===== src/rtl/spih_pkg.sv =====
package spih_pkg;
  localparam int ADDR_W = 6;

  localparam logic [ADDR_W-1:0] A_DIV   = 6'h00;
  localparam logic [ADDR_W-1:0] A_CSDLY = 6'h04;
  localparam logic [ADDR_W-1:0] A_SPACE = 6'h08;
  localparam logic [ADDR_W-1:0] A_TXD   = 6'h0C;
  localparam logic [ADDR_W-1:0] A_RXD   = 6'h10;
  localparam logic [ADDR_W-1:0] A_TXLVL = 6'h14;
  localparam logic [ADDR_W-1:0] A_RXLVL = 6'h18;
  localparam logic [ADDR_W-1:0] A_IEN   = 6'h1C;
  localparam logic [ADDR_W-1:0] A_IPND  = 6'h20;

  typedef enum logic [2:0] {
    ST_IDLE,
    ST_SETUP,
    ST_SHIFT,
    ST_GAP,
    ST_HOLD,
    ST_PAUSE
  } eng_state_t;
endpackage


===== src/rtl/spih_fifo.sv =====
module spih_fifo #(
  parameter int WIDTH = 8,
  parameter int DEPTH = 8
) (
  input  logic                             clk,
  input  logic                             rst_n,
  input  logic                             push,
  input  logic [WIDTH-1:0]                 wdata,
  input  logic                             pop,
  output logic [WIDTH-1:0]                 rdata,
  output logic                             full,
  output logic                             empty,
  output logic [$clog2(DEPTH+1)-1:0]       count
);
  localparam int AW    = $clog2(DEPTH);
  localparam int CNT_W = $clog2(DEPTH+1);

  logic [WIDTH-1:0] mem [DEPTH];
  logic [AW-1:0]    wp_q, wp_d, rp_q, rp_d;
  logic [CNT_W-1:0] cnt_q, cnt_d;
  logic             do_push, do_pop;

  assign full    = (cnt_q == CNT_W'(DEPTH));
  assign empty   = (cnt_q == '0);
  assign count   = cnt_q;
  assign rdata   = mem[rp_q];
  assign do_push = push && !full;
  assign do_pop  = pop && !empty;

  always_comb begin
    wp_d  = wp_q;
    rp_d  = rp_q;
    cnt_d = cnt_q;
    if (do_push) wp_d = wp_q + 1'b1;
    if (do_pop)  rp_d = rp_q + 1'b1;
    case ({do_push, do_pop})
      2'b10:   cnt_d = cnt_q + 1'b1;
      2'b01:   cnt_d = cnt_q - 1'b1;
      default: cnt_d = cnt_q;
    endcase
  end

  always_ff @(posedge clk or negedge rst_n) begin
    if (!rst_n) begin
      wp_q  <= '0;
      rp_q  <= '0;
      cnt_q <= '0;
    end else begin
      wp_q  <= wp_d;
      rp_q  <= rp_d;
      cnt_q <= cnt_d;
    end
  end

  always_ff @(posedge clk) begin
    if (do_push) mem[wp_q] <= wdata;
  end

  assert_no_overflow_R6: assert property (@(posedge clk) disable iff (!rst_n)
    cnt_q <= CNT_W'(DEPTH));

  assert_full_write_dropped_R6: assert property (@(posedge clk) disable iff (!rst_n)
    (push && full && !pop) |=> (cnt_q == CNT_W'(DEPTH)));
endmodule


===== src/rtl/spih_clkdiv.sv =====
module spih_clkdiv #(
  parameter int DIV_W = 12
) (
  input  logic             clk,
  input  logic             rst_n,
  input  logic             run,
  input  logic [DIV_W-1:0] div,
  output logic             tick
);
  logic [DIV_W-1:0] cnt_q, cnt_d;

  assign tick = run && (cnt_q == div);

  always_comb begin
    if (!run || tick) cnt_d = '0;
    else              cnt_d = cnt_q + 1'b1;
  end

  always_ff @(posedge clk or negedge rst_n) begin
    if (!rst_n) cnt_q <= '0;
    else        cnt_q <= cnt_d;
  end

  assert_tick_spacing_R2: assert property (@(posedge clk) disable iff (!rst_n)
    (tick && div != '0 && $stable(div)) |=> !tick);
endmodule


===== src/rtl/spih_engine.sv =====
module spih_engine
  import spih_pkg::*;
#(
  parameter int DLY_W = 8
) (
  input  logic             clk,
  input  logic             rst_n,
  input  logic             tick,
  input  logic             tx_valid,
  input  logic [7:0]       tx_data,
  input  logic [DLY_W-1:0] setup,
  input  logic [DLY_W-1:0] hold,
  input  logic [DLY_W-1:0] deselect,
  input  logic [DLY_W-1:0] pause,
  input  logic             miso,
  output logic             tx_pop,
  output logic             rx_push,
  output logic [7:0]       rx_byte,
  output logic             busy,
  output logic             sck,
  output logic             cs_n,
  output logic             mosi
);
  localparam int DC_W = DLY_W + 1;

  eng_state_t      state_q, state_d;
  logic [DC_W-1:0] dcnt_q, dcnt_d, dcnt_dec;
  logic            sck_q, sck_d, cs_n_q, cs_n_d;
  logic [7:0]      txsh_q, txsh_d, rxsh_q, rxsh_d;
  logic [2:0]      bit_q, bit_d;
  logic            go;

  assign go       = (dcnt_q == '0) || (tick && dcnt_q == DC_W'(1));
  assign dcnt_dec = tick ? dcnt_q - 1'b1 : dcnt_q;
  assign busy     = (state_q != ST_IDLE);
  assign sck      = sck_q;
  assign cs_n     = cs_n_q;
  assign mosi     = txsh_q[7];
  assign rx_byte  = rxsh_q;

  always_comb begin
    state_d = state_q;
    dcnt_d  = dcnt_q;
    sck_d   = sck_q;
    cs_n_d  = cs_n_q;
    txsh_d  = txsh_q;
    rxsh_d  = rxsh_q;
    bit_d   = bit_q;
    tx_pop  = 1'b0;
    rx_push = 1'b0;
    case (state_q)
      ST_IDLE: begin
        if (tx_valid) begin
          tx_pop  = 1'b1;
          txsh_d  = tx_data;
          cs_n_d  = 1'b0;
          bit_d   = '0;
          dcnt_d  = {setup, 1'b0};
          state_d = ST_SETUP;
        end
      end
      ST_SETUP: begin
        if (go) state_d = ST_SHIFT;
        else    dcnt_d  = dcnt_dec;
      end
      ST_SHIFT: begin
        if (tick) begin
          if (!sck_q) begin
            sck_d  = 1'b1;
            rxsh_d = {rxsh_q[6:0], miso};
          end else begin
            sck_d = 1'b0;
            if (bit_q == 3'd7) begin
              rx_push = 1'b1;
              bit_d   = '0;
              if (tx_valid && pause == '0) begin
                tx_pop = 1'b1;
                txsh_d = tx_data;
              end else if (tx_valid) begin
                dcnt_d  = {pause, 1'b0};
                state_d = ST_GAP;
              end else begin
                dcnt_d  = {hold, 1'b0};
                state_d = ST_HOLD;
              end
            end else begin
              bit_d  = bit_q + 1'b1;
              txsh_d = {txsh_q[6:0], 1'b0};
            end
          end
        end
      end
      ST_GAP: begin
        if (go) begin
          if (tx_valid) begin
            tx_pop  = 1'b1;
            txsh_d  = tx_data;
            state_d = ST_SHIFT;
          end else begin
            dcnt_d  = {hold, 1'b0};
            state_d = ST_HOLD;
          end
        end else begin
          dcnt_d = dcnt_dec;
        end
      end
      ST_HOLD: begin
        if (go) begin
          cs_n_d  = 1'b1;
          dcnt_d  = {deselect, 1'b0};
          state_d = ST_PAUSE;
        end else begin
          dcnt_d = dcnt_dec;
        end
      end
      ST_PAUSE: begin
        if (go) state_d = ST_IDLE;
        else    dcnt_d  = dcnt_dec;
      end
      default: state_d = ST_IDLE;
    endcase
  end

  always_ff @(posedge clk or negedge rst_n) begin
    if (!rst_n) begin
      state_q <= ST_IDLE;
      dcnt_q  <= '0;
      sck_q   <= 1'b0;
      cs_n_q  <= 1'b1;
      txsh_q  <= '0;
      rxsh_q  <= '0;
      bit_q   <= '0;
    end else begin
      state_q <= state_d;
      dcnt_q  <= dcnt_d;
      sck_q   <= sck_d;
      cs_n_q  <= cs_n_d;
      txsh_q  <= txsh_d;
      rxsh_q  <= rxsh_d;
      bit_q   <= bit_d;
    end
  end

  assert_sck_idle_low_R3: assert property (@(posedge clk) disable iff (!rst_n)
    cs_n_q |-> !sck_q);

  assert_mosi_stable_high_R3: assert property (@(posedge clk) disable iff (!rst_n)
    (sck_q && $past(sck_q)) |-> $stable(txsh_q[7]));
endmodule


===== src/rtl/spi_host_ctrl.sv =====
module spi_host_ctrl
  import spih_pkg::*;
#(
  parameter int DIV_W = 12,
  parameter int DLY_W = 8,
  parameter int DEPTH = 8
) (
  input  logic              clk,
  input  logic              rst_n,
  input  logic              reg_wr,
  input  logic              reg_rd,
  input  logic [ADDR_W-1:0] reg_addr,
  input  logic [31:0]       reg_wdata,
  output logic [31:0]       reg_rdata,
  output logic              sck,
  output logic              cs_n,
  output logic              mosi,
  input  logic              miso,
  output logic              irq
);
  localparam int CNT_W = $clog2(DEPTH + 1);

  logic [DIV_W-1:0] div_q, div_d;
  logic [DLY_W-1:0] setup_q, setup_d, hold_q, hold_d;
  logic [DLY_W-1:0] desel_q, desel_d, pause_q, pause_d;
  logic [CNT_W-1:0] txmark_q, txmark_d, rxmark_q, rxmark_d;
  logic [1:0]       ie_q, ie_d, pend;

  logic             tx_push, tx_pop, tx_full, tx_empty;
  logic [7:0]       tx_head;
  logic [CNT_W-1:0] tx_cnt;
  logic             rx_push, rx_pop, rx_full, rx_empty;
  logic [7:0]       rx_in, rx_head;
  logic [CNT_W-1:0] rx_cnt;
  logic             tick, busy;

  assign tx_push = reg_wr && (reg_addr == A_TXD);
  assign rx_pop  = reg_rd && (reg_addr == A_RXD);
  assign pend    = {rx_cnt > rxmark_q, tx_cnt < txmark_q};
  assign irq     = |(pend & ie_q);

  always_comb begin
    div_d    = div_q;
    setup_d  = setup_q;
    hold_d   = hold_q;
    desel_d  = desel_q;
    pause_d  = pause_q;
    txmark_d = txmark_q;
    rxmark_d = rxmark_q;
    ie_d     = ie_q;
    if (reg_wr) begin
      case (reg_addr)
        A_DIV:   div_d = reg_wdata[DIV_W-1:0];
        A_CSDLY: begin
          setup_d = reg_wdata[DLY_W-1:0];
          hold_d  = reg_wdata[8 +: DLY_W];
        end
        A_SPACE: begin
          desel_d = reg_wdata[DLY_W-1:0];
          pause_d = reg_wdata[8 +: DLY_W];
        end
        A_TXLVL: txmark_d = reg_wdata[CNT_W-1:0];
        A_RXLVL: rxmark_d = reg_wdata[CNT_W-1:0];
        A_IEN:   ie_d = reg_wdata[1:0];
        default: ;
      endcase
    end
  end

  always_ff @(posedge clk or negedge rst_n) begin
    if (!rst_n) begin
      div_q    <= DIV_W'(3);
      setup_q  <= DLY_W'(1);
      hold_q   <= DLY_W'(1);
      desel_q  <= DLY_W'(1);
      pause_q  <= '0;
      txmark_q <= '0;
      rxmark_q <= '0;
      ie_q     <= '0;
    end else begin
      div_q    <= div_d;
      setup_q  <= setup_d;
      hold_q   <= hold_d;
      desel_q  <= desel_d;
      pause_q  <= pause_d;
      txmark_q <= txmark_d;
      rxmark_q <= rxmark_d;
      ie_q     <= ie_d;
    end
  end

  always_comb begin
    reg_rdata = '0;
    case (reg_addr)
      A_DIV:   reg_rdata[DIV_W-1:0] = div_q;
      A_CSDLY: begin
        reg_rdata[DLY_W-1:0] = setup_q;
        reg_rdata[8 +: DLY_W] = hold_q;
      end
      A_SPACE: begin
        reg_rdata[DLY_W-1:0] = desel_q;
        reg_rdata[8 +: DLY_W] = pause_q;
      end
      A_TXD:   reg_rdata[31] = tx_full;
      A_RXD: begin
        if (rx_empty) reg_rdata[31]  = 1'b1;
        else          reg_rdata[7:0] = rx_head;
      end
      A_TXLVL: reg_rdata[CNT_W-1:0] = txmark_q;
      A_RXLVL: reg_rdata[CNT_W-1:0] = rxmark_q;
      A_IEN:   reg_rdata[1:0] = ie_q;
      A_IPND:  reg_rdata[1:0] = pend;
      default: reg_rdata = '0;
    endcase
  end

  spih_fifo #(.WIDTH(8), .DEPTH(DEPTH)) u_txq (
    .clk(clk), .rst_n(rst_n), .push(tx_push), .wdata(reg_wdata[7:0]),
    .pop(tx_pop), .rdata(tx_head), .full(tx_full), .empty(tx_empty),
    .count(tx_cnt)
  );

  spih_fifo #(.WIDTH(8), .DEPTH(DEPTH)) u_rxq (
    .clk(clk), .rst_n(rst_n), .push(rx_push), .wdata(rx_in),
    .pop(rx_pop), .rdata(rx_head), .full(rx_full), .empty(rx_empty),
    .count(rx_cnt)
  );

  spih_clkdiv #(.DIV_W(DIV_W)) u_div (
    .clk(clk), .rst_n(rst_n), .run(busy), .div(div_q), .tick(tick)
  );

  spih_engine #(.DLY_W(DLY_W)) u_eng (
    .clk(clk), .rst_n(rst_n), .tick(tick), .tx_valid(!tx_empty),
    .tx_data(tx_head), .setup(setup_q), .hold(hold_q), .deselect(desel_q),
    .pause(pause_q), .miso(miso), .tx_pop(tx_pop), .rx_push(rx_push),
    .rx_byte(rx_in), .busy(busy), .sck(sck), .cs_n(cs_n), .mosi(mosi)
  );

  assert_tx_mark_irq_R12: assert property (@(posedge clk) disable iff (!rst_n)
    (tx_cnt < txmark_q && ie_q[0]) |-> irq);

  assert_rx_mark_irq_R11: assert property (@(posedge clk) disable iff (!rst_n)
    (rx_cnt > rxmark_q && ie_q[1]) |-> irq);

  assert_rx_full_unused_R4: assert property (@(posedge clk) disable iff (!rst_n)
    rx_full |-> !rx_empty);
endmodule


===== config.mk =====
export PLATFORM = sky130hd
export DESIGN_NAME = spi_host_ctrl
export DESIGN_NICKNAME = d
export VERILOG_FILES = /design/src/rtl/spih_pkg.sv /design/src/rtl/spih_fifo.sv /design/src/rtl/spih_clkdiv.sv /design/src/rtl/spih_engine.sv /design/src/rtl/spi_host_ctrl.sv
export SDC_FILE = /design/constraint.sdc
export NUM_CORES = 1
export LEC_CHECK = 0
export BUFFER_PORTS_ARGS = -buffer_cell sky130_fd_sc_hd__buf_2
export CAP_MARGIN = 30
export CORE_MARGIN = 5
export CORE_UTILIZATION = 35
export CTS_CLUSTER_DIAMETER = 60
export DETAILED_ROUTE_END_ITERATION = 10
export GPL_TIMING_DRIVEN = 0
export SLEW_MARGIN = 20
export SYNTH_ARGS = -nofsm -noshare
export SYNTH_HDL_FRONTEND = slang
export SYNTH_SLANG_ARGS = --single-unit

===== constraint.sdc =====
create_clock -name clk -period 3.8 [get_ports clk]
set_input_delay 0.57 -clock clk [delete_from_list [all_inputs] [get_ports clk]]
set_output_delay 0.57 -clock clk [all_outputs]
set_load 0.02 [all_outputs]

; ---- Word level (Yosys, flattened, before mapping)
; Memories as Yosys holds them, arrays and structs flattened.
; Index checks and enable logic that the tools add are counted.
[word_totals]
ff_bits = 119
ramBits = 128
in_bits = 43
memories = 2
[memory_table]
columns = memory, depth, width, rd, rd_ports_with_merged_regs, write_ports, line
row1 = u_rxq.mem, 8, 8, 1, 0, 1, spih_fifo.sv:18  ; logic [WIDTH-1:0] mem [DEPTH];
row2 = u_txq.mem, 8, 8, 1, 0, 1, spih_fifo.sv:18
[op_classes]
add_sub_neg = 11
magnitude_cmp = 2
n_eq_ne = 34
mux = 66
bitwise_logic = 2
reduce_logical = 44
[op_table]
columns = cell, n
row1 = $mux W9, 11
row2 = $mux W8, 7
row3 = $mux W3, 15
row4 = $pmux W9 S5, 1
row5 = $eq A6 B5 Y1 const B, 4
row6 = $pmux W4 S2, 3
row7 = $pmux W8 S3, 1
row8 = $mux W1, 18
row9 = $pmux W3 S6, 1
row10 = $pmux W2 S8, 1
row11 = $pmux W4 S4, 1
row12 = $add A3 B1 Y3 const B, 5
row13 = $reduce_and A2 Y1, 7
row14 = $add A12 B1 Y12 const B, 1
row15 = $eq A12 B12 Y1, 1
row16 = $eq A6 B4 Y1 const B, 2
row17 = $mux W12, 1
row18 = $ne A2 B1 Y1 const B, 6
row19 = $pmux W2 S6, 1
row20 = $pmux W4 S3, 1
row21 = $eq A3 B3 Y1 const B, 3
row22 = $eq A9 B1 Y1 const B, 1
row23 = $logic_and A1 B1 Y1, 9
row24 = $logic_not A9 Y1, 1
row25 = other kinds (34), 57

; ---- Depth between registers and ports, before layout
; Gate-level depths: netlist of run 1.
[logic_depth]
ltp_word = 11
mapped_depth = 13
mapped_depth_nobuf = 13

; ---- Cells and area by module
; Synthesis of run 1 repeated with hierarchy kept, for this count alone.
[hier_totals]
cells_unflattened = 902
hier_area_um2 = 12215.5
[modules_own_cells]
columns = module, n_inst, cells_per_inst, area_each_um2, seq_area_each_um2
row1 = spih_fifo (u_txq), 1, 160, 3141.8, 2172.1
row2 = spih_fifo (u_rxq), 1, 161, 3139.3, 2172.1
row3 = spi_host_ctrl, 1, 267, 2939.1, 1357.6
row4 = spih_engine, 1, 237, 2257.2, 827.0
row5 = spih_clkdiv, 1, 77, 738.2, 300.3

; ---- Worst setup path before layout of run 1
; Ideal clock, no wire load.
[synth_timing]
path_kind = reg-to-reg
startpoint = register div_q[1]
endpoint = register u_txq.cnt_q[3] (netlist: u_txq.count[3])
setup_time_ns = 0.125
arrival_time_ns = 3.170
t_required_ns = 3.675
setup_slack_ns = 0.505
path_stages_with_launch = 14
path_cell_list = dfstp_2 > xnor2_1 > nand4_1 > or3_1 > buf_6 > or4_4 > a31oi_4 > ha_1 > ha_1 > a21o_1 > a21oi_1 > xnor2_1 > nor2_1 > xor2_1
[synth_between]
elab_chain_cells = 9
[synth_lines]
columns = element, line
row1 = start: declaration, spi_host_ctrl.sv:23  ; logic [DIV_W-1:0] div_q, div_d;
row2 = start signal: assignment, spi_host_ctrl.sv:81  ; div_q <= div_d;
row3 = $eq A12 B12 Y1 (*), spih_clkdiv.sv:12  ; assign tick = run && (cnt_q == div);
row4 = $logic_and A1 B1 Y1 (*), spih_clkdiv.sv:12
row5 = $logic_and A1 B1 Y1, spih_engine.sv:33  ; assign go = (dcnt_q == '0) || (tick && dcnt_q == DC_W'(1));
row6 = $logic_or A1 B1 Y1, spih_engine.sv:33
row7 = $mux W1, spih_engine.sv:94  ; if (go) begin
row8 = $pmux W1 S3 (*), spih_engine.sv:51  ; case (state_q)
row9 = $logic_and A1 B1 Y1 (*), spih_fifo.sv:28  ; assign do_pop = pop && !empty;
row10 = net u_txq.do_pop, spih_fifo.sv:21  ; logic do_push, do_pop;
row11 = $eq A2 B1 Y1 / $eq A2 B2 Y1 (equally long branches), spih_fifo.sv:36  ; case ({do_push, do_pop})
row12 = $pmux W4 S2 / $reduce_bool A2 Y1 (equally long branches), --
row13 = end signal: assignment, spih_fifo.sv:51  ; cnt_q <= cnt_d;
row14 = end: declaration, spih_fifo.sv:20  ; logic [CNT_W-1:0] cnt_q, cnt_d;
; Mark *: on every way through the listed nets, which the timed path passes. The rest lies on a longest branch.
; A chain may end at the register's enable or synchronous reset.

; ---- Worst setup path after layout of run 1
; Ends and elaborated chain as after synthesis.

==> metrics.md, run 1 <==
| Metric | Value |
|---|---|
| Run status | completed |
| Internal power | 5.892 mW |
| Vias in the first global route | 7264 |
| Initial antenna violation count | 3 |
| Comb power frac | 26.8% |
| Worst setup SP type | register |
| CTS tree | done |
| Root Driver | clkbuf_16 |
| Worst slew pin tran | 941.8 ps |
| Post-CTS sizing | 0 |
| Layout Skew | ~24 ps |
| Sequential power share | between 40% and 50% |
| Number of H-tree levels | 1 |
| Cell area after synthesis | between 10000 and 15000 µm² |
| Slew margin rel. | approximately 37% |
| Fin nets | slightly below 1000 |
| Fin. Hold Viols | 0 |
| Kind of critical path | reg2reg |
| Post-Place Setup Slack | ~100 ps |
| Slew Viols, Final | 0 |
| All-Layer GR Usage | between 10% and 20% |
| Max Cap Violations | 0 |
| Cts bufs inserted | 27 |
| Util after Layout | between 40% and 50% |
| Post-Synthesis Cells | 821 |
| First-iteration detailed-routing DRC count | 623 |
| Post-route design area | approximately 13000 µm² |
| Share of post-route cells with drive strength above 1 | roughly 28% |
| I/O Pins | 79 |
| CTS sink count | 247 |
| Clk Latency, worst-skew pair | approximately 550 ps |
| Layout fillers | a little over 3000 |
| HP Class | in2reg |
| Clock Path Buffers | 3 |
| Final setup violation count | 0 |
| Largest net degree at the start of global routing | 86 |
| Synth-to-layout area growth | 17.00% |
| Synth cell count leaders | 128 x edfxtp_1, 113 x dfrtp_1, 74 x mux2_2 |
| Crit-path max FO | 8 |
| Initial Util | ~35% |
| GPL Wtd Cong | 0.8748 |
| Fmax | 275.6 MHz |
| FF+latch count, synth | roughly 250 |
| Antenna Nets Post-Route | 0 |
| Cell Area, Placed | between 10000 and 15000 µm² |
| Sw Share | between 30% and 40% |
| Synth warn | 0 |
| Top FF cell, synth | edfxtp_1 |
| Port buffer count | 46 |
| P per Cell Area | 642.6 nW/µm² |
| Post-route clock period utilization | roughly 95% |
| Total Power | about 8.6 mW |
| Total gr overflow | 0 |
| Sequential cell area | slightly below 7000 µm² |
| Post-synthesis async set-or-reset flop share | between 40 and 50% |
| Static Leak | ~5.3 nW |
| Die Span X | approximately 190 µm |
| IR Drop Worst-Case VDD | ~0.47 mV |
| Row Count | 66 |
| Crit path capture type | register |
| Post-DP HPWL | roughly 20000 µm |
| First-pass GRT wire length | between 40000 and 50000 µm |
| Drt pass-1 iters | 8 |
| Crit path cell chain | xnor2_1 > nand4_1 > or3_1 > buf_6 > or4_4 > a31oi_4 > ha_1 > ha_1 > a21o_1 > a21oi_1 > xnor2_1 > nor2_1 > xor2_1 |
| Vias | approximately 7200 |
| DIE AREA | approximately 37000 µm² |
| Critical path's slowest cell | dfstp_2 |
| Top cells by area, synth | edfxtp_1 33%, dfrtp_1 25%, mux2_2 7.3% |
| Top cell type's share of synthesized area | 33.46% |
| DR vias/cell | approximately 5.2 |
| Sequential fraction of the synthesis area | between 50% and 60% |
| Max stage delay on crit path | 570 ps |
| Post-synth EDFFs | between 100 and 150 |
| Die H | 191.2 µm |
| Core Region | 32450 µm² |
| Switching Power | 2.744 mW |
| Cell taking the most area after synthesis | edfxtp_1 |
| WP data arrival | approximately 4100 ps |
| CTS clock-pin slew for the worst setup and hold paths | ~70 ps |
| Final period demand of the worst path | between 3000 and 4000 ps |
| WP data required | around 4200 ps |
| Clock power frac | between 30% and 40% |
| Routed len/inst | around 20 µm |
| DRC Markers | 0 |
| Netlist cell types | 66 |
| Post-Syn Area per Cell | ~14 µm² |
| Drt total wl | roughly 27000 µm |
| Worst Slack Setup Final | 171.8 ps |
| Area occupied by multi-input gates | around 4400 µm² |
| Count leader, synth | edfxtp_1 |
[registers in the layout, summed over array words and instances, names as in the netlist, 2 cells and up]
signal and cells:
desel_q 8, div_q 12, hold_q 8, ie_q 2, pause_q 8, rxmark_q 4, setup_q 8, txmark_q 4
u_div.cnt_q 12, u_eng.bit_q 3, u_eng.dcnt_q 9, u_eng.rx_byte 8, u_eng.state_q 3, u_eng.txsh_q 8, u_rxq.count 4, u_rxq.mem 64
u_rxq.rp_q 3, u_rxq.wp_q 3, u_txq.count 4, u_txq.mem 64, u_txq.rp_q 3, u_txq.wp_q 3
[power by group through the flow]
stage | registers [mW] | clock network [mW] | logic (mW)
after floorplan | 3.49 | 0 | 1.74
after global placement | 3.60 | 0 | 2.24
after detailed placement | 3.61 | 0 | 2.29
after CTS | 3.56 | 2.81 | 2.31
after global routing | 3.61 | 2.91 | 2.57
final | 3.57 | 2.75 | 2.32
[cell families after synthesis]
kind of cell             after synthesis  synth area share [%]
flip-flops                           247                 59.46
AND/OR/NAND/NOR                      186                 8.192
multiplexers                         126                 15.27
AO/OA/AOI/OAI                        121                 7.789
buffers and inverters                 71                 3.050
XOR/XNOR                              44                 3.355
adder cells (fa/ha/maj)               25                 2.854
other                                  1               0.03265
[stage by stage]
| stage | cells | hold WS, ps | setup TNS [ps] |
|---|---|---|---|
| floorplan | 835 | 274.4 | 0 |
| global route | 1386 | 238.0 | -5.870 |
| detailed placement | 1329 | 461.9 | 0 |
| CTS | 1380 | 226.0 | 0 |
| finish | 1386 | 246.8 | 0 |
| global placement | 1323 | 482.6 | -4708 |
[layout make-up]
type	count	area share, %
inverter	26	0.7262
tap	442	4.115
sequential	247	50.81
multi-input combinational	517	32.78
clock inverter	16	1.564
timing repair buffer	58	2.653
buffer	45	1.881
clock buffer	34	5.446
antenna	1	0.01862
[layout by cell type (no fill, tap or decap), drive strengths merged, types with 3 or more instances in the layout]
cell type	synthesis	routed
edfxtp	128	128
dfrtp	113	113
buf	23	80
mux2	74	74
nand2	56	56
clkbuf	22	56
nor2	45	45
mux4	32	32
inv	26	30
o21ai	28	28
xnor2	27	27
ha	23	23
mux2i	20	20
xor2	17	17
a222oi	15	15
nand3	15	15
conb	1	15
a21oi	15	15
nor4	12	12
a31oi	11	11
nor3	11	11
nand4	9	9
nand2b	8	8
a21o	8	8
a22o	7	7
a22oi	7	7
clkinv	0	7
and2	6	6
a221oi	6	6
dfstp	6	6
and3	6	6
o22ai	4	4
nor3b	4	4
bufinv	0	4
or4	4	4
or3	3	3
a41oi	3	3
nor2b	3	3
o211ai	3	3
o2bb2ai	3	3
[final timing paths]
kind / from / end / slack [ps] / depth (start not counted)
worst min-delay path: miso / u_eng.rx_byte[0]$_DFFE_PN0P_ / 250 / 2
worst max-delay path: div_q[1]$_DFFE_PN1P_ / u_txq.count[3]$_DFFE_PN0P_ / 170 / 13
worst max register to register: div_q[1]$_DFFE_PN1P_ / u_txq.count[3]$_DFFE_PN0P_ / 170 / 13
max in group asynchronous: rst_n / desel_q[0]$_DFFE_PN1P_ / 2560 / 3
worst min register to register: u_txq.wp_q[2]$_DFFE_PN0P_ / u_txq.wp_q[2]$_DFFE_PN0P_ / 490 / 1
min in group asynchronous: rst_n / u_eng.txsh_q[2]$_DFFE_PN0P_ / 490 / 2
[layer usage]
metal | track usage [%] | wire [µm] | up-vias
met3 | 2.666 | 1507 | 52
met2 | 24.64 | 13090 | 214
met4 | 3.867 | 636 | 4
met5 | 0 | 27 | -
met1 | 20.21 | 11980 | 3608
li1 | - | - | 3314
[critical path: cells and delay by family, from the launching register on]
kind / cells / cell delay (ps)
buffers and inverters: 1 / 160
xor gates and xnor gates: 3 / 400
AOI/OAI and AO/OA: 3 / 580
DFF: 1 / 570
and+or+nand+nor: 4 / 1290
adders and majority gates: 2 / 490
[what timing repair did]
action,4_1_cts,5_1_grt
endpoints found under the setup margin,0,1
endpoints found under the hold margin,32,0
setup buffers,0,3
hold buffers,1,0
Note: power is estimated with default switching activity, not from simulation.
==> run 2, diff against run 1 <==
--- a/config.mk
+++ b/config.mk
@@ -7,11 +7,14 @@
 export LEC_CHECK = 0
 export BUFFER_PORTS_ARGS = -buffer_cell sky130_fd_sc_hd__buf_2
 export CAP_MARGIN = 30
+export CELL_PAD_IN_SITES_DETAIL_PLACEMENT = 1
+export CELL_PAD_IN_SITES_GLOBAL_PLACEMENT = 2
 export CORE_MARGIN = 5
 export CORE_UTILIZATION = 35
 export CTS_CLUSTER_DIAMETER = 60
 export DETAILED_ROUTE_END_ITERATION = 10
 export GPL_TIMING_DRIVEN = 0
+export PLACE_DENSITY_LB_ADDON = 0.1
 export SLEW_MARGIN = 20
 export SYNTH_ARGS = -nofsm -noshare
 export SYNTH_HDL_FRONTEND = slang
==> run 2 against run 1 <==
Against the previous run:
- flip-flop and latch count unchanged
- setup slack worse by 49 ps
- total power up 5.5%
- maximum frequency down 1.3%
- utilization up 0.50 points
- worst hold slack worse by 7.7 ps
- critical path type unchanged
- largest cell class unchanged
- largest power group unchanged
==> metrics.md, run 2 (synthesis results as in run 1) <==
| Metric | Value |
|---|---|
| Slew Viols, Final | 0 |
| Die Span X | between 150 and 200 µm |
| IR Drop Worst-Case VDD | between 0.3 and 0.4 mV |
| HP Class | in2reg |
| Worst slew pin tran | slightly above 900 ps |
| CTS tree | done |
| Static Leak | approximately 5.4 nW |
| CTS sink count | approximately 250 |
| DR vias/cell | roughly 5.2 |
| Buf+Inv Stages, Crit Path | 1 |
| Run status | completed |
| Root Driver | clkbuf_16 |
| Cts bufs inserted | 31 |
| DIE AREA | 36540 µm² |
| Most common cell on crit path | xnor2_1 |
| Final period demand of the worst path | 3677 ps |
| Critical path's top delay family | simple AND/OR/NAND/NOR gates |
| Core Region | between 30000 and 40000 µm² |
| Layout fillers | approximately 3300 |
| DRC Markers | 0 |
| Sequential cell area | just under 7000 µm² |
| Total Power | 9.109 mW |
| CTS clock-pin slew for the worst setup and hold paths | ~60 ps |
| Die H | ~190 µm |
| Drt total wl | roughly 32000 µm |
| Initial antenna violation count | 2 |
| First-pass GRT wire length | between 40000 and 50000 µm |
| Synth-to-layout area growth | 18.41% |
| Initial Util | 35.39% |
| Kind of critical path | reg2reg |
| Slew margin rel. | a little under two fifths |
| Clk Latency, worst-skew pair | 560 ps |
| Worst setup SP type | register |
| Layout Skew | roughly 28 ps |
| Unrepaired setup endpoints after global routing | false |
| Number of H-tree levels | 1 |
| Final std cells w/o fill | approximately 1400 |
| Post-route clock period utilization | ~97% |
| CP Depth | 13 |
| GPL Wtd Cong | ~0.8 |
| Final setup violation count | 0 |
| WP data required | ~4300 ps |
| Area occupied by multi-input gates | 4408 µm² |
| Critical R2R Launch | div_q[0]$_DFFE_PN1P_ |
| Clock Path Buffers | 3 |
| R2R setup slack | about 120 ps |
| Fmax | 271.9 MHz |
| Critical Path Sink | u_txq.count[3]$_DFFE_PN0P_ |
| Most common cell after layout, fill and taps aside | edfxtp_1 |
| Antenna Nets Post-Route | 0 |
| Max stage delay on crit path | about 600 ps |
| Final Hold Slack | around 240 ps |
| Inst Count DP | roughly 1300 |
| Vias | 7309 |
| Row Count | 66 |
| Vias in the first global route | ~8100 |
| Worst r2r path cells | 13 |
| Drt pass-1 iters | 5 |
| Max Cap Violations | 0 |
| Post-DP HPWL | between 20000 and 25000 µm |
| P per Cell Area | ~670 nW/µm² |
| Critical R2R Capture | u_txq.count[3]$_DFFE_PN0P_ |
| Largest net degree at the start of global routing | 92 |
| Largest registers | u_rxq.mem x64, u_txq.mem x64 |
| Share of post-route cells with drive strength above 1 | about 28% |
| WHS Path Cells | 2 |
| I/O Pins | 79 |
| Fin. Hold Viols | 0 |
| Port buffer count | between 40 and 50 |
| First-iteration detailed-routing DRC count | slightly below 500 |
| WP data arrival | approximately 4000 ps |
| Crit path capture type | register |
| All-Layer GR Usage | 17.54% |
| Critical path's slowest cell | dfstp_2 |
| Routed len/inst | roughly 23 µm |
| Crit-path max FO | 8 |
| Fin nets | 995 |
| Critical Path Start | div_q[0]$_DFFE_PN1P_ |
| Commonest cells after routing, fill and taps aside | 128 x edfxtp_1, 113 x dfrtp_1, 74 x mux2_2, 55 x nand2_1, 47 x buf_2 |
| Total gr overflow | 0 |
| Crit path cell chain | xnor2_1 > nand4_1 > or3_1 > buf_6 > or4_4 > a31oi_4 > ha_2 > ha_1 > a21o_1 > a21oi_1 > xnor2_1 > nor2_1 > xor2_1 |
[run 2: stage by stage]
| stage | setup slack [ps] | utilization (%) | area (µm²) | TNS, ps |
|---|---|---|---|---|
| final | 122.8 | 41.91 | 13600 | 0 |
| after detailed placement | -75.94 | 38.42 | 12470 | -75.94 |
| after floorplan | 505.1 | - | 11540 | 0 |
| after global placement | -285.8 | 37.97 | 12320 | -10260 |
| after global routing | 0.1541 | 41.90 | 13600 | 0 |
| after CTS | 0.4294 | 41.83 | 13580 | 0 |
[run 2: report_power, final]
part | leakage, nW | internal (mW) | switching [mW]
combinational | 2.16 | 1.07 | 1.34
clock | 0.532 | 1.88 | 1.24
sequential | 2.68 | 3.18 | 0.398
total | 5.37 | 6.13 | 2.98
[run 2: worst register-to-register path, cell delays in order, from the launching register on]
cell and delay, ps:
dfstp_2 600, xnor2_1 140, nand4_1 170, or3_1 360, buf_6 170, or4_4 550
a31oi_4 330, ha_2 270, ha_1 240, a21o_1 180, a21oi_1 210, xnor2_1 150
nor2_1 70, xor2_1 140
[run 2: repair_timing]
item,in CTS,in global routing
hold buffers,1,0
endpoints found under the setup margin,1,1
pin swaps,1,4
setup buffers,1,1
gates resized for setup,0,1
hold endpoints to repair,28,0
[run 2: cell type report]
type                    instances  area share [%]
flip-flops and latches        247           50.21
clock inverters                23           2.125
clock buffers                  35           5.888
multi-input cells             517           32.41
inverters                      26          0.7176
plain buffers                  45           1.858
well taps                     442           4.066
diodes                          1         0.01840
repair buffers                 59           2.705
[run 2: worst min-delay path by stage]
| stage | startpoint | endpoint |
|---|---|---|
| floorplan | rst_n | desel_q[1]$_DFFE_PN0P_ |
| global placement | u_txq.wp_q[2]$_DFFE_PN0P_ | u_txq.wp_q[2]$_DFFE_PN0P_ |
| detailed placement | rst_n | u_txq.rp_q[2]$_DFFE_PN0P_ |
| CTS | miso | u_eng.rx_byte[0]$_DFFE_PN0P_ |
| global route | miso | u_eng.rx_byte[0]$_DFFE_PN0P_ |
| finish | miso | u_eng.rx_byte[0]$_DFFE_PN0P_ |
[run 2: metal layers]
metal  share of wire, %  track usage (%)
met5              0.035                0
met4                1.4            3.260
met3                4.0            2.812
met2                 50            30.67
met1                 44            23.39
